**src/rtl/fsp_pkg.sv**
```systemverilog
package fsp_pkg;

    typedef enum logic [2:0] {
        ST_IDLE,
        ST_REQ,
        ST_WAIT,
        ST_CREQ,
        ST_CWAIT
    } fsp_state_e;

    typedef enum logic {
        POLL_DQ7 = 1'b0,
        POLL_DQ6 = 1'b1
    } fsp_mode_e;

    localparam int COMPL_BIT  = 7;
    localparam int TOGGLE_BIT = 6;
    localparam int CONF_READS = 2;

    typedef struct packed {
        logic settled;   // status bits say the write is over
        logic match;     // whole word equals the expected word
    } fsp_verdict_t;

    function automatic logic compl_settled(logic rd_bit, logic exp_bit);
        return rd_bit == exp_bit;
    endfunction

    function automatic logic toggle_settled(logic have_prev, logic prev_bit, logic rd_bit);
        return have_prev && (prev_bit == rd_bit);
    endfunction

endpackage

```
**src/rtl/fsp_judge.sv**
```systemverilog
module fsp_judge
    import fsp_pkg::*;
#(
    parameter int DATA_W = 16
) (
    input  fsp_mode_e           mode,
    input  logic [DATA_W-1:0]   exp_word,
    input  logic [DATA_W-1:0]   rd_word,
    input  logic                have_prev,
    input  logic                prev_tog,
    output fsp_verdict_t        verdict
);
    always_comb begin
        verdict.match = (rd_word == exp_word);
        unique case (mode)
            POLL_DQ7: verdict.settled = compl_settled(rd_word[COMPL_BIT], exp_word[COMPL_BIT]);
            POLL_DQ6: verdict.settled = toggle_settled(have_prev, prev_tog, rd_word[TOGGLE_BIT]);
            default:  verdict.settled = 1'b0;
        endcase
    end
endmodule

```
**src/rtl/fsp_poll_ctr.sv**
```systemverilog
module fsp_poll_ctr #(
    parameter int CNT_W = 16
) (
    input  logic             clk,
    input  logic             rst,
    input  logic             clr,
    input  logic             inc,
    input  logic [CNT_W-1:0] limit,
    output logic             last
);
    localparam int W = CNT_W + 1;

    logic [W-1:0] cnt_q;

    // the read being judged now is number cnt_q+1
    assign last = (cnt_q + W'(1)) >= {1'b0, limit};

    always_ff @(posedge clk) begin
        if (rst || clr) begin
            cnt_q <= '0;
        end else if (inc) begin
            cnt_q <= cnt_q + W'(1);
        end
    end
endmodule

```
**src/rtl/flash_status_poller.sv**
```systemverilog
module flash_status_poller
    import fsp_pkg::*;
#(
    parameter int DATA_W = 16,
    parameter int ADDR_W = 20,
    parameter int CNT_W  = 16
) (
    input  logic              clk,
    input  logic              rst,
    input  logic              start,
    input  logic              mode,
    input  logic [DATA_W-1:0] exp_data,
    input  logic [ADDR_W-1:0] tgt_addr,
    input  logic [CNT_W-1:0]  max_polls,
    output logic              rd_req,
    output logic [ADDR_W-1:0] rd_addr,
    input  logic              rd_ack,
    input  logic [DATA_W-1:0] rd_data,
    output logic              done,
    output logic              pass,
    output logic              timeout
);
    localparam int CIDX_W = $clog2(CONF_READS);

    fsp_state_e        state_q;
    fsp_mode_e         mode_q;
    logic [DATA_W-1:0] exp_q;
    logic [ADDR_W-1:0] addr_q;
    logic [CNT_W-1:0]  max_q;
    logic              have_prev_q;
    logic              prev_tog_q;
    logic [CIDX_W-1:0] conf_idx_q;
    logic              conf_ok_q;

    fsp_verdict_t      verdict;
    logic              ctr_clr;
    logic              ctr_inc;
    logic              ctr_last;
    logic              accept;

    assign accept  = (state_q == ST_IDLE) && start;
    assign rd_req  = (state_q == ST_REQ) || (state_q == ST_CREQ);
    assign rd_addr = addr_q;
    assign ctr_clr = accept;
    assign ctr_inc = (state_q == ST_WAIT) && rd_ack && !verdict.settled;

    fsp_judge #(.DATA_W(DATA_W)) judge_i (
        .mode      (mode_q),
        .exp_word  (exp_q),
        .rd_word   (rd_data),
        .have_prev (have_prev_q),
        .prev_tog  (prev_tog_q),
        .verdict   (verdict)
    );

    fsp_poll_ctr #(.CNT_W(CNT_W)) ctr_i (
        .clk   (clk),
        .rst   (rst),
        .clr   (ctr_clr),
        .inc   (ctr_inc),
        .limit (max_q),
        .last  (ctr_last)
    );

    always_ff @(posedge clk) begin
        if (rst) begin
            state_q     <= ST_IDLE;
            mode_q      <= POLL_DQ7;
            exp_q       <= '0;
            addr_q      <= '0;
            max_q       <= '0;
            have_prev_q <= 1'b0;
            prev_tog_q  <= 1'b0;
            conf_idx_q  <= '0;
            conf_ok_q   <= 1'b0;
            done        <= 1'b0;
            pass        <= 1'b0;
            timeout     <= 1'b0;
        end else begin
            done <= 1'b0;
            unique case (state_q)
                ST_IDLE: begin
                    if (start) begin
                        mode_q      <= fsp_mode_e'(mode);
                        exp_q       <= exp_data;
                        addr_q      <= tgt_addr;
                        max_q       <= max_polls;
                        have_prev_q <= 1'b0;
                        pass        <= 1'b0;
                        timeout     <= 1'b0;
                        state_q     <= ST_REQ;
                    end
                end
                ST_REQ:  state_q <= ST_WAIT;
                ST_CREQ: state_q <= ST_CWAIT;
                ST_WAIT: begin
                    if (rd_ack) begin
                        if (verdict.settled && verdict.match) begin
                            done    <= 1'b1;
                            pass    <= 1'b1;
                            state_q <= ST_IDLE;
                        end else if (verdict.settled) begin
                            conf_idx_q <= '0;
                            conf_ok_q  <= 1'b1;
                            state_q    <= ST_CREQ;
                        end else if (ctr_last) begin
                            done    <= 1'b1;
                            timeout <= 1'b1;
                            state_q <= ST_IDLE;
                        end else begin
                            have_prev_q <= 1'b1;
                            prev_tog_q  <= rd_data[TOGGLE_BIT];
                            state_q     <= ST_REQ;
                        end
                    end
                end
                ST_CWAIT: begin
                    if (rd_ack) begin
                        if (conf_idx_q == CIDX_W'(CONF_READS - 1)) begin
                            done    <= 1'b1;
                            pass    <= conf_ok_q && verdict.match;
                            state_q <= ST_IDLE;
                        end else begin
                            conf_ok_q  <= conf_ok_q && verdict.match;
                            conf_idx_q <= conf_idx_q + CIDX_W'(1);
                            state_q    <= ST_CREQ;
                        end
                    end
                end
                default: state_q <= ST_IDLE;
            endcase
        end
    end
endmodule

```
**config.mk**
```make
export PLATFORM = sky130hd
export DESIGN_NAME = flash_status_poller
export DESIGN_NICKNAME = d
export VERILOG_FILES = /design/src/rtl/fsp_pkg.sv /design/src/rtl/fsp_judge.sv /design/src/rtl/fsp_poll_ctr.sv /design/src/rtl/flash_status_poller.sv
export SDC_FILE = /design/constraint.sdc
export NUM_CORES = 1
export LEC_CHECK = 0
export BUFFER_PORTS_ARGS = -buffer_cell sky130_fd_sc_hd__buf_2
export CORE_ASPECT_RATIO = 1.25
export CORE_MARGIN = 8
export CORE_UTILIZATION = 40
export CTS_CLUSTER_DIAMETER = 60
export DETAILED_ROUTE_END_ITERATION = 6
export MAX_ROUTING_LAYER = met4
export PLACE_DENSITY = 0.76
export SLEW_MARGIN = 20
export SYNTH_ARGS = -nofsm -noshare
export SYNTH_HDL_FRONTEND = slang
export SYNTH_SLANG_ARGS = --single-unit
```
**constraint.sdc**
```tcl
create_clock -name clk -period 3 [get_ports clk]
set_input_delay 0.3 -clock clk [delete_from_list [all_inputs] [get_ports clk]]
set_output_delay 0.3 -clock clk [all_outputs]
set_load 0.1 [all_outputs]
```
After elaboration in Yosys (flattened, before gate mapping). Cells that the tools add are included.

Add/subtract/negate cells: 2. Magnitude comparators: 1. Equal/unequal tests: 18. Multiplexer cells: 44. Bitwise logic cells: 4. Reductions and logical operators: 21.

Operators with widths (number): 1-bit two-way mux (30); 6-bit AND reduction (4); 2-bit inequality test (second input constant) (9); 17-bit by 1-bit adder with 17-bit output (second input constant) (1); 17-bit by 16-bit greater-or-equal comparator with 1-bit output (1); 16-bit == test (1); 3-bit case mux with 5 select lines (1); 1-bit case mux with 2 select lines (6); 5-bit AND reduction (2); 3-bit two-way mux (3); 3-bit by 2-bit == test with 1-bit output (second input constant) (2); 1-bit logical AND (6); 2-bit two-way mux (3); 2-bit by 1-bit inequality test with 1-bit output (second input constant) (2); 1-bit NOT (4); 2-bit nonzero test (2); 3-bit by 1-bit == test with 1-bit output (second input constant) (1); 3-bit == test (second input constant) (1); 3-bit zero test (1); 1-bit case mux with 3 select lines (1); 3-bit AND reduction (1); 3-bit nonzero test (1); 1-bit == test (2); 1-bit logical OR (2); other kinds (3) (3).

Bits in registers: 80. Bits of input ports: 73. Output and inout port bits: 24.

Depth between registers and ports, before layout. Gate-level depths: netlist of run 1.

Depth after elaboration: 7. Depth in mapped cells: 13. Gate-level depth less buffers: 13.

Hierarchy. Synthesis of run 1 repeated with hierarchy kept, for this count alone.

Cells, all modules: 500. Area total of the unflattened synthesis: 4107.7 um^2.

Modules (own cells, without submodules): flash_status_poller (instances 1, cells each 303, area each 2523.7 um^2); fsp_poll_ctr (instances 1, cells each 173, area each 1391.3 um^2); fsp_judge (instances 1, cells each 24, area each 192.7 um^2).

Worst setup path before layout of run 1. Ideal clock, no wire load.

Kind: register to register. Start: register ctr_i.cnt_q[0]. End: register done. Arrival time: 2862 ps. Setup slack: 35 ps. Stages on the path, launching flop included: 14. Path buffers: 0. Clock period less this slack: 2965 ps. Cells stage by stage: dfxtp_1 ha_1 nand3_1 or2_1 nor2_1 nand3_1 xnor2_1 ha_1 o21ai_1 nor2_1 a21oi_1 o31ai_1 o32ai_1 a2111oi_2.

Longest elaborated chain between the ends: 7.

RTL lines: from (decl) (RTL line fsp_poll_ctr.sv:13) `logic [W-1:0] cnt_q;`; from (signal assigned) (RTL line fsp_poll_ctr.sv:22) `cnt_q <= cnt_q + W'(1);`; 17-bit by 1-bit adder with 17-bit output (RTL line fsp_poll_ctr.sv:16) `assign last = (cnt_q + W'(1)) >= {1'b0, limit};`; 17-bit by 16-bit greater-or-equal comparator with 1-bit output (RTL line fsp_poll_ctr.sv:16); 1-bit two-way mux (RTL line flash_status_poller.sv:106) `end else if (ctr_last) begin`; 1-bit two-way mux (RTL line flash_status_poller.sv:102) `end else if (verdict.settled) begin`; 1-bit two-way mux (RTL line flash_status_poller.sv:98) `if (verdict.settled && verdict.match) begin`; 1-bit two-way mux (RTL line flash_status_poller.sv:97) `if (rd_ack) begin`; 1-bit case mux with 2 select lines (RTL line flash_status_poller.sv:81) `unique case (state_q)`; to (signal assigned) (RTL line flash_status_poller.sv:80) `done <= 1'b0;`; to (signal assigned) (RTL line flash_status_poller.sv:99) `done <= 1'b1;`; to (signal assigned) (RTL line flash_status_poller.sv:107) `done <= 1'b1;`; to (decl) (RTL line flash_status_poller.sv:19) `output logic done,`.

Every way passes these cells. A chain may end at the register's enable or synchronous reset.

Final worst setup path of run 1.
Start: register ctr_i.cnt_q[0]. End: register have_prev_q.

Longest elaborated chain between the ends: 4.

RTL lines: 17-bit by 1-bit adder with 17-bit output (RTL line fsp_poll_ctr.sv:16); 17-bit by 16-bit greater-or-equal comparator with 1-bit output (RTL line fsp_poll_ctr.sv:16); 2-bit inequality test (no source line); 6-bit AND reduction (no source line); to (signal assigned) (RTL line flash_status_poller.sv:72) `have_prev_q <= 1'b0;`; to (signal assigned) (RTL line flash_status_poller.sv:88) `have_prev_q <= 1'b0;`; to (signal assigned) (RTL line flash_status_poller.sv:111) `have_prev_q <= 1'b1;`; to (decl) (RTL line flash_status_poller.sv:30) `logic have_prev_q;`.

Every way passes these cells.

==> impl_metrics.py, run 1 <==
metrics = {
    "outcome": {
        "status": "finished, final reports clean",
    },
    "worst_setup_path": {
        "crit_arrival_ps": 3100,
        "required_ps": 3230,
        "ff2ff_path_depth": 15,
        "r2r-start": "ctr_i.cnt_q[0]$_SDFFE_PP0P_",
        "startpoint_type": "flip-flop",
        "r2r_slack_ps": 130,
        "worst_setup_path_end_kind": "flip-flop",
        "startpoint": "ctr_i.cnt_q[0]$_SDFFE_PP0P_",
        "crit_fanout": 4,
        "crit_type": "reg -> reg",
        "worstReg2RegEnd": "have_prev_q$_SDFFE_PP0P_",
    },
    "detailed_routing": {
        "detail_route.vias_per_cell": 5.09,
        "wl_per_cell_um": 14.3,
        "vias": 3712,
        "dr.first_iter.drc_count": 229,
        "ant_nets": 0,
        "drt-total-wl_um": 10400,
        "first_pass_iters": 4,
        "route.detailed.drc": 0,
    },
    "global_routing": {
        "grt_first_pass_wirelength_um": 17000,
        "antenna_found_initial": 1,
        "grt_usage": 0.161,
        "grt_pass1_vias": 3817,
        "grt_max_degree": 62,
        "gr-total-overflow": 0,
    },
    "worst_hold_path": {
        "whs_endpoint": "rd_addr[15]$_SDFFE_PP0P_",
        "holdPathStages": 3,
        "hp-class": "in -> reg",
        "min_from": "tgt_addr[15]",
    },
    "synth": {
        "ys_ff_latch": 80,
        "yosys_warnings": 0,
        "syn-num-nets": 591,
        "netlist_area_um2": 3940,
        "synth_area_per_cell_um2": 7.87,
        "ys_seq_area_frac": 0.406,
        "ys_dominant_reg_cell": "dfxtp_1",
        "yosysUniqueCellTypes": 44,
        "synth_cells": 501,
        "ys_async_sr_fraction": 0,
        "synth-edff-count": 0,
    },
    "placement": {
        "dpl.hpwl_um": 7550,
        "gp_congestion": 0.916,
        "io_buffers": 96,
        "placed_cell_area_um2": 4570,
    },
    "clocking": {
        "root_buffer": "clkbuf_16",
        "cts_tree": "yes",
        "clock_latency_ps": 330,
        "clock-sinks": 80,
        "clock_path_buffers": 2,
        "cts.clk_slew.worst_paths_ps": 60,
        "cts_made_buffers": 9,
        "htreeDepth": 3,
    },
    "timing": {
        "clock_skew_ps": 4.78,
        "period_needed_ps": 2870,
        "worst_slew_pin_slew_ps": 663,
        "slew_headroom": 0.558,
        "fin_crit_sh": 0.957,
        "setup_violations": 0,
        "max_freq_mhz": 348,
        "slew_violations": 0,
        "hold_viol": 0,
    },
    "die": {
        "die_area_um2": 13300,
        "core-area_um2": 9610,
        "dieHeight_um": 127,
        "ios": 97,
        "initial_utilization": 0.410,
        "row_count": 40,
        "die_width_um": 105,
    },
    "final_layout": {
        "final_core_util": 0.523,
        "final_common_cell": "nand2_1",
        "final_area_um2": 5020,
        "mostFrequentLayoutCells": "nand2_1, buf_2, dfxtp_1",
        "drive_gt1_frac": 0.267,
        "syn2layout_area_growth_pct": 27.5,
        "nNetsFinal": 687,
    },
    "run": {
        "max_cap_violations": 0,
    },
    "power_and_ir_drop": {
        "p_leak_nw": 2.10,
        "peakVddDrop_mv": 0.530,
        "power_density_nw_per_um2": 739,
    },
}
==> state kept, by name (all words and copies together) (netlist names) <==
| signal | cells |
|---|---|
| mode_q | 1 |
| timeout | 1 |
| max_q | 16 |
| ctr_i.cnt_q | 17 |
| conf_ok_q | 1 |
| pass | 1 |
| prev_tog_q | 1 |
| state_q | 3 |
| exp_q | 16 |
| have_prev_q | 1 |
| rd_addr | 20 |
| done | 1 |
| conf_idx_q | 1 |
==> worst max-delay path, stage by stage (launching register included) <==
cell	delay, ps
dfxtp_2	360
buf_4	140
and3_4	180
and4_4	240
nand4_4	110
nor2_2	130
xor2_1	80
ha_1	300
o21ai_1	90
nor2_1	190
a21oi_2	80
o31ai_2	270
buf_4	170
buf_4	110
nor3b_2	50
a32o_1	260
==> cell families after synthesis <==
| logic type | synth area share |
|---|---|
| AO/OA/AOI/OAI | 0.139 |
| XOR/XNOR | 0.110 |
| adder cells (fa/ha/maj) | 0.0540 |
| buffers and inverters | 0.0467 |
| flip-flops | 0.406 |
| multiplexers | 0.00254 |
| AND/OR/NAND/NOR | 0.241 |
==> routing by layer <==
metal | track usage | share of wire | vias to the layer above
met3 | 0.0418 | 0.049 | 25
li1 | - | - | 1852
met2 | 0.266 | 0.49 | 112
met1 | 0.173 | 0.43 | 1723
met5 | - | 0 | -
met4 | 0.0892 | 0.031 | 0
==> cells in the mapped netlist (2+ instances only) <==
cell type	n	area, um^2
a211oi_1	4	30.0
a21oi_1	62	310
a22oi_1	2	15.0
and2_1	5	31.3
and3_1	2	12.5
buf_2	6	30.0
clkbuf_1	21	78.8
dfxtp_1	80	1600
ha_1	17	213
inv_1	20	75.1
nand2_1	131	492
nand3_1	9	45.0
nand4_1	11	68.8
nand4_2	2	25.0
nor2_1	37	139
nor2b_1	4	25.0
nor3_1	5	25.0
nor3_2	2	20.0
o21ai_0	8	40.0
o22ai_1	3	18.8
o31ai_1	2	15.0
xnor2_1	32	280
xnor2_2	2	32.5
xor2_1	14	123
==> worst max path at each step <==
stage	endpoint	depth (start not counted)
after floorplan	done$_SDFF_PP0_	13
after CTS	have_prev_q$_SDFFE_PP0P_	15
after detailed placement	done$_SDFF_PP0_	13
after global placement	done$_SDFF_PP0_	13
after global routing	have_prev_q$_SDFFE_PP0P_	15
final	have_prev_q$_SDFFE_PP0P_	15
==> stage by stage <==
step | total power (W) | instances | setup TNS [ps] | setup slack (ps) | hold slack (ps)
floorplan | 0.00226 | 501 | 0 | 35.0 | 434
global placement | 0.00251 | 709 | 0 | 155 | 439
detailed placement | 0.00254 | 709 | 0 | 4.45 | 446
CTS | 0.00371 | 726 | 0 | 6.04 | 186
global route | 0.00390 | 729 | -10.5 | -10.5 | 192
finish | 0.00371 | 729 | 0 | 128 | 200
==> power by group <==
group | internal [W] | switching [W] | total (W)
logic | 0.000353 | 0.000913 | 0.00127
registers | 0.00120 | 0.0000953 | 0.00130
clock network | 0.000734 | 0.000414 | 0.00115
total | 0.00229 | 0.00142 | 0.00371
==> repair_timing <==
action	in CTS	in global routing
hold buffers	0	0
gates resized for setup	4	21
setup buffers	1	2
endpoints found under the setup margin	1	5
pin swaps	1	10
==> final cells by class <==
cell class	instances	area, um^2
fill	901	4590
clock inverter	2	35.0
tap	126	158
clock buffer	14	284
sequential	80	1610
inverter	20	75.1
timing repair buffer	112	601
antenna	1	2.50
multi-input combinational	374	2260
Note: power is estimated with default switching activity, not from simulation.
==> run 2, diff against run 1 <==
CELL_PAD_IN_SITES_DETAIL_PLACEMENT = 2   (was default)
CELL_PAD_IN_SITES_GLOBAL_PLACEMENT = 2   (was default)
CORE_UTILIZATION = 27   (was 40)
HOLD_SLACK_MARGIN = 0.05   (was default)
PLACE_DENSITY = 0.86   (was 0.76)
REMOVE_ABC_BUFFERS = 1   (was default)
==> run 2 against run 1 <==
Against the previous run:
- critical path type unchanged
- combinational power grew 14%
- register-to-register slack worse by 270 ps
- fmax fell by 8.5%
- non-clock buffer count grew 4
- the run now ends with negative setup slack left
- sequential cell count unchanged
- count of clock-buffer cells in the layout fell by 2
- critical path depth did not move
- sequential share of layout area decreased by 1.2 points
- wire length increased by 63%
- design area is 4.2% higher
- clock skew rose by 7.3 ps
- clock power is essentially flat
==> impl_metrics.py, run 2 (synthesis gave the netlist of run 1 again) <==
metrics = {
    "clocking": {
        "cts_made_buffers": 9,
        "clock_path_buffers": 2,
        "htreeDepth": 3,
        "cts.clk_slew.worst_paths_ps": 70,
        "cts_tree": "yes",
        "clock_latency_ps": 350,
        "root_buffer": "clkbuf_16",
        "clock-sinks": 80,
        "hold_buffers": 0,
    },
    "die": {
        "core-area_um2": 14300,
        "row_count": 49,
        "die_area_um2": 18700,
        "dieHeight_um": 151,
        "die_width_um": 124,
        "ios": 97,
        "initial_utilization": 0.275,
    },
    "worst_setup_path": {
        "crit_type": "reg -> reg",
        "path_cells": "ha_4 > nand3_2 > or2_4 > nor2_4 > nand3_1 > xnor2_2 > ha_4 > nor3_4 > buf_6 > nor3_2 > o22ai_2 > o31ai_4 > buf_4 > o32ai_4 > a2111oi_4",
        "worst_setup_path_end_kind": "flip-flop",
        "crit_top_cell": "ha_4",
        "critPathMaxStageDelay_ps": 420,
        "path_depth": 15,
        "crit_fanout": 4,
        "r2r_slack_ps": -140,
        "cp_top_family": "simple AND/OR/NAND/NOR gates",
        "cp_num_buf_inv": 2,
        "startpoint_type": "flip-flop",
        "required_ps": 3240,
        "cp_slowest_cell": "a2111oi_4",
        "worstReg2RegEnd": "done$_SDFF_PP0_",
        "crit_arrival_ps": 3380,
        "ff2ff_path_depth": 15,
        "r2r-start": "ctr_i.cnt_q[1]$_SDFFE_PP0P_",
    },
    "detailed_routing": {
        "dr.first_iter.drc_count": 147,
        "wl_per_cell_um": 21.7,
        "vias": 4004,
        "route.detailed.drc": 0,
        "ant_nets": 0,
        "first_pass_iters": 4,
        "detail_route.vias_per_cell": 5.10,
        "drt-total-wl_um": 17000,
    },
    "global_routing": {
        "grt_first_pass_wirelength_um": 24600,
        "grt_usage": 0.175,
        "antenna_found_initial": 1,
        "grt_max_degree": 62,
        "grt_pass1_vias": 4607,
        "gr-total-overflow": 0,
    },
    "worst_hold_path": {
        "holdPathStages": 3,
        "whs_endpoint": "exp_q[9]$_SDFFE_PP0P_",
        "min_from": "exp_data[9]",
        "hp-class": "in -> reg",
    },
    "power_and_ir_drop": {
        "power_density_nw_per_um2": 752,
        "p_leak_nw": 2.13,
        "peakVddDrop_mv": 0.402,
    },
    "timing": {
        "period_needed_ps": 3140,
        "setup_violations": 3,
        "max_freq_mhz": 319,
        "worst_slew_pin_slew_ps": 720,
        "hold_viol": 0,
        "slew_violations": 0,
        "fin_crit_sh": 1.05,
        "clock_skew_ps": 12.0,
        "slew_headroom": 0.520,
        "rsz0062_at_grt": "true",
        "worst_slack_ps": -137,
    },
    "placement": {
        "gp_congestion": 0.822,
        "place_inst": 761,
        "dpl.hpwl_um": 10300,
        "post-place-ws_ps": -125,
        "placed_cell_area_um2": 4640,
        "io_buffers": 96,
    },
    "final_layout": {
        "drive_gt1_frac": 0.285,
        "nNetsFinal": 691,
        "fillCellCount": 1650,
        "mostFrequentLayoutCells": "nand2_1, buf_2, dfxtp_1",
        "syn2layout_area_growth_pct": 32.8,
        "final_area_um2": 5230,
        "largest_reg_flops": 20,
        "final_common_cell": "nand2_1",
        "stdcell_count": 785,
    },
    "outcome": {
        "status": "finished, violations left",
        "violations": "negative setup slack",
    },
    "run": {
        "max_cap_violations": 0,
    },
}
run 2: changes by cell type in the layout (fill, tap and decap cells not counted), moves of 2 or more:
cell        previous run  this run
buf_6                  0         4
clkinvlp_4             0         3
clkbuf_8               4         2
dfxtp_1               77        75
nor2_1                34        32
nor3_2                 5         3
nor3_4                 0         2
xnor2_1               32        30
xnor2_2                2         4
run 2: timing repair:
action                     CTS  global route
pin swaps                   12            11
hold endpoints to repair     0             0
gates resized for setup     27            23
setup endpoints to repair    5             5
buffers inserted             2             6
run 2: final cells by class:
| cell class | instances | area (um^2) | share of cell area |
|---|---|---|---|
| multi-input cells | 374 | 2370 | 0.452 |
| clock buffers | 12 | 256 | 0.0490 |
| clock inverters | 4 | 52.6 | 0.0100 |
| flip-flops and latches | 80 | 1610 | 0.308 |
| diodes | 1 | 2.50 | 0.000478 |
| inverters | 20 | 75.1 | 0.0143 |
| well taps | 178 | 223 | 0.0426 |
| repair buffers | 116 | 646 | 0.123 |
run 2: worst max path at each step:
stage	startpoint	end
floorplan	ctr_i.cnt_q[0]$_SDFFE_PP0P_	done$_SDFF_PP0_
finish	ctr_i.cnt_q[1]$_SDFFE_PP0P_	done$_SDFF_PP0_
CTS	ctr_i.cnt_q[0]$_SDFFE_PP0P_	done$_SDFF_PP0_
global placement	ctr_i.cnt_q[1]$_SDFFE_PP0P_	done$_SDFF_PP0_
detailed placement	ctr_i.cnt_q[1]$_SDFFE_PP0P_	done$_SDFF_PP0_
global route	ctr_i.cnt_q[1]$_SDFFE_PP0P_	done$_SDFF_PP0_
run 2: layer usage:
| metal | vias to the layer above | global-route usage | wire length [um] |
|---|---|---|---|
| met3 | 41 | 0.0339 | 676 |
| li1 | 1858 | - | - |
| met2 | 113 | 0.311 | 9240 |
| met1 | 1992 | 0.178 | 6580 |
| met4 | 0 | 0.0930 | 531 |
| met5 | - | - | 0 |
run 2: power breakdown:
group	internal [W]	switching [W]	leakage, nW
Clock	0.000691	0.000477	0.141
Sequential	0.00120	0.000115	0.656
Combinational	0.000384	0.00107	1.33
Total	0.00228	0.00166	2.13
run 2: per-stage QoR:
stage	utilization	TNS [ps]	hold WS (ps)	total power (W)
2_1_floorplan	-	0	369	0.00222
3_3_place_gp	0.323	0	441	0.00253
3_5_place_dp	0.323	-384	450	0.00260
4_1_cts	0.354	0	186	0.00384
5_1_grt	0.365	-501	200	0.00410
6_report	0.365	-286	189	0.00393
run 2: worst min-delay path: stages:
cell	delay (ps)
buf_2	100
nand2_1	40
a21oi_1	50
==> run 3, diff against run 2 <==
ABC_AREA = 1   (was default)
PLACE_DENSITY = 0.88   (was 0.86)
==> run 3 against run 2 <==
Against the previous run:
- the run still ends with negative setup slack left
- largest cell class unchanged
- non-clock buffer count stayed put
- critical endpoint is now state_q[0]$_SDFFE_PP0P_
- total power increased by 38%
- sequential cell count stayed put
- design area up 1.5%
- via count is 2.3% higher
- area after synthesis up 1.2%
- die area is 1.0% higher
- core utilization grew 0.39 points
- combinational power grew 77%
- synthesized cell count increased by 8.8%
- sequential power up 19%
- wire length down 3.3%
==> impl_metrics.py, run 3 <==
metrics = {
    "worst_setup_path": {
        "crit_arrival_ps": 3280,
        "cp_top_family": "simple AND/OR/NAND/NOR gates",
        "cp_num_buf_inv": 4,
        "worst_setup_path_end_kind": "flip-flop",
        "critPathMaxStageDelay_ps": 400,
        "cp_slowest_cell": "dfxtp_4",
        "crit_path_end": "state_q[0]$_SDFFE_PP0P_",
        "path_depth": 25,
        "required_ps": 3250,
        "ff2ff_path_depth": 25,
        "startpoint": "ctr_i.cnt_q[0]$_SDFFE_PP0P_",
        "r2r-start": "ctr_i.cnt_q[0]$_SDFFE_PP0P_",
        "crit_fanout": 3,
        "crit_type": "reg -> reg",
        "crit_top_cell": "nand2_2",
        "startpoint_type": "flip-flop",
        "r2r_slack_ps": -40,
        "worstReg2RegEnd": "state_q[0]$_SDFFE_PP0P_",
    },
    "synth": {
        "ys_dominant_reg_cell": "dfxtp_1",
        "synth-edff-count": 0,
        "yosysTopAreaCellShare": 0.402,
        "synth_area_per_cell_um2": 7.32,
        "synth_cells": 545,
        "yosysMostFrequentCell": "inv_1",
        "synth.largest_area_cell": "dfxtp_1",
        "ys_ff_latch": 80,
        "netlist_area_um2": 3990,
        "ys_async_sr_fraction": 0,
        "synthTopCellsByArea": "dfxtp_1, a21oi_1, inv_1",
        "yosys_warnings": 0,
        "yosysUniqueCellTypes": 29,
        "ys_seq_area_frac": 0.402,
        "synthTopCellsByCount": "inv_1, dfxtp_1, a21oi_1",
    },
    "worst_hold_path": {
        "holdPathStages": 2,
        "hp-class": "in -> reg",
    },
    "die": {
        "initial_utilization": 0.277,
        "row_count": 49,
        "dieHeight_um": 152,
        "core-area_um2": 14400,
        "ios": 97,
        "die_area_um2": 18900,
        "die_width_um": 125,
    },
    "clocking": {
        "cts_made_buffers": 9,
        "cts.clk_slew.worst_paths_ps": 70,
        "htreeDepth": 3,
        "hold_buffers": 0,
        "cts_tree": "yes",
        "clock_latency_ps": 350,
        "clock_path_buffers": 2,
        "root_buffer": "clkbuf_16",
        "clock-sinks": 80,
    },
    "detailed_routing": {
        "wl_met2_um": 8970,
        "ant_nets": 0,
        "top_layer_used": "met4",
        "vias": 4098,
        "first_pass_iters": 4,
        "detail_route.vias_per_cell": 4.91,
        "wl_per_cell_um": 19.7,
        "wl_met1_um": 6610,
        "wl_met3_um": 461,
        "route.detailed.drc": 0,
        "drt-total-wl_um": 16500,
        "dr.first_iter.drc_count": 105,
    },
    "power_and_ir_drop": {
        "p_leak_nw": 2.41,
        "power_density_nw_per_um2": 1020,
        "power.net_switching_w": 0.00264,
        "p_comb_frac": 0.473,
        "peakVddDrop_mv": 0.389,
        "clkPwrFrac": 0.238,
        "intPower_w": 0.00280,
        "p_total_w": 0.00544,
        "seq_power_share": 0.289,
        "switching_share": 0.486,
    },
    "timing": {
        "setup_violations": 2,
        "clock_skew_ps": 7.87,
        "hold_viol": 0,
        "worst_slack_ps": -36.5,
        "slew_headroom": 0.642,
        "fin_crit_sh": 1.01,
        "max_freq_mhz": 329,
        "slew_violations": 0,
        "tns_ps": -60.5,
        "worst_slew_pin_slew_ps": 536,
        "period_needed_ps": 3040,
    },
    "global_routing": {
        "gr-total-overflow": 0,
        "grt_first_pass_wirelength_um": 24500,
        "grt_max_degree": 107,
        "grt_usage": 0.165,
        "antenna_found_initial": 1,
        "grt_pass1_vias": 4561,
    },
    "final_layout": {
        "final_area_um2": 5310,
        "final_core_util": 0.369,
        "nNetsFinal": 742,
        "fillCellCount": 1633,
        "final_common_cell": "buf_2",
        "drive_gt1_frac": 0.303,
        "largest_reg_flops": 20,
        "mostFrequentLayoutCells": "buf_2, inv_1, a21oi_1, dfxtp_1, o21ai_0",
        "syn2layout_area_growth_pct": 33.2,
    },
    "placement": {
        "gp_congestion": 0.816,
        "placed_cell_area_um2": 4640,
        "post-place-ws_ps": -136,
        "io_buffers": 96,
        "dpl.hpwl_um": 10000,
    },
    "outcome": {
        "status": "finished, violations left",
        "violations": "negative setup slack",
    },
    "run": {
        "max_cap_violations": 0,
    },
}
-- run 3: how the worst min path moves through the flow --
| stage | startpoint | to | slack, ps |
|---|---|---|---|
| final | rst | state_q[0]$_SDFFE_PP0P_ | 170 |
| after global routing | rst | state_q[0]$_SDFFE_PP0P_ | 170 |
| after floorplan | rst | state_q[0]$_SDFFE_PP0P_ | 370 |
| after detailed placement | rd_addr[18]$_SDFFE_PP0P_ | rd_addr[18]$_SDFFE_PP0P_ | 440 |
| after CTS | rst | state_q[0]$_SDFFE_PP0P_ | 180 |
| after global placement | rd_addr[8]$_SDFFE_PP0P_ | rd_addr[8]$_SDFFE_PP0P_ | 430 |
-- run 3: timing repair --
action | CTS | global route
resized for setup | 22 | 28
pin swaps | 6 | 11
setup endpoints to repair | 5 | 5
buffers inserted | 10 | 8
-- run 3: logic make-up (layout without fill, tap and decap cells) --
family	count (synthesis)	after routing	share of synthesized area
AOI/OAI and AO/OA	155	155	0.201
and+or+nand+nor	143	143	0.166
buffers and inverters	122	233	0.117
DFF	80	80	0.402
xor gates and xnor gates	28	28	0.0615
adders and majority gates	17	17	0.0533
other	0	1	0
-- run 3: worst register-to-register path, delay by kind of cell (launching register included) --
family                     cells  cell delay (ps)
and+or+nand+nor               18             1670
AOI/OAI and AO/OA              1               60
adders and majority gates      1              280
xor gates and xnor gates       1              190
DFF                            1              400
buffers and inverters          4              370
-- run 3: cell type report --
class	count	area, um^2	share of cell area
antenna	1	2.50	0.000471
clock buffer	9	225	0.0424
clock inverter	6	109	0.0205
inverter	102	389	0.0732
multi-input combinational	343	2100	0.396
sequential	80	1620	0.304
tap	178	223	0.0419
timing repair buffer	116	643	0.121
-- run 3: power groups by stage --
| stage | combinational (W) | sequential (W) | clock, W |
|---|---|---|---|
| 2_1_floorplan | 0.00105 | 0.00226 | 0 |
| 3_3_place_gp | 0.00222 | 0.00155 | 0 |
| 3_5_place_dp | 0.00235 | 0.00158 | 0 |
| 4_1_cts | 0.00242 | 0.00157 | 0.00129 |
| 5_1_grt | 0.00276 | 0.00161 | 0.00135 |
| 6_report | 0.00257 | 0.00157 | 0.00129 |
-- run 3: per-stage QoR --
step,hold slack [ps],cells
6_report,174,835
5_1_grt,166,835
3_3_place_gp,429,801
2_1_floorplan,367,525
3_5_place_dp,441,801
4_1_cts,176,826
-- run 3: per-layer routing --
layer | up-vias | track usage
met2 | 84 | 0.307
met5 | - | -
met4 | 0 | 0.0684
li1 | 1944 | -
met3 | 31 | 0.0296
met1 | 2039 | 0.165
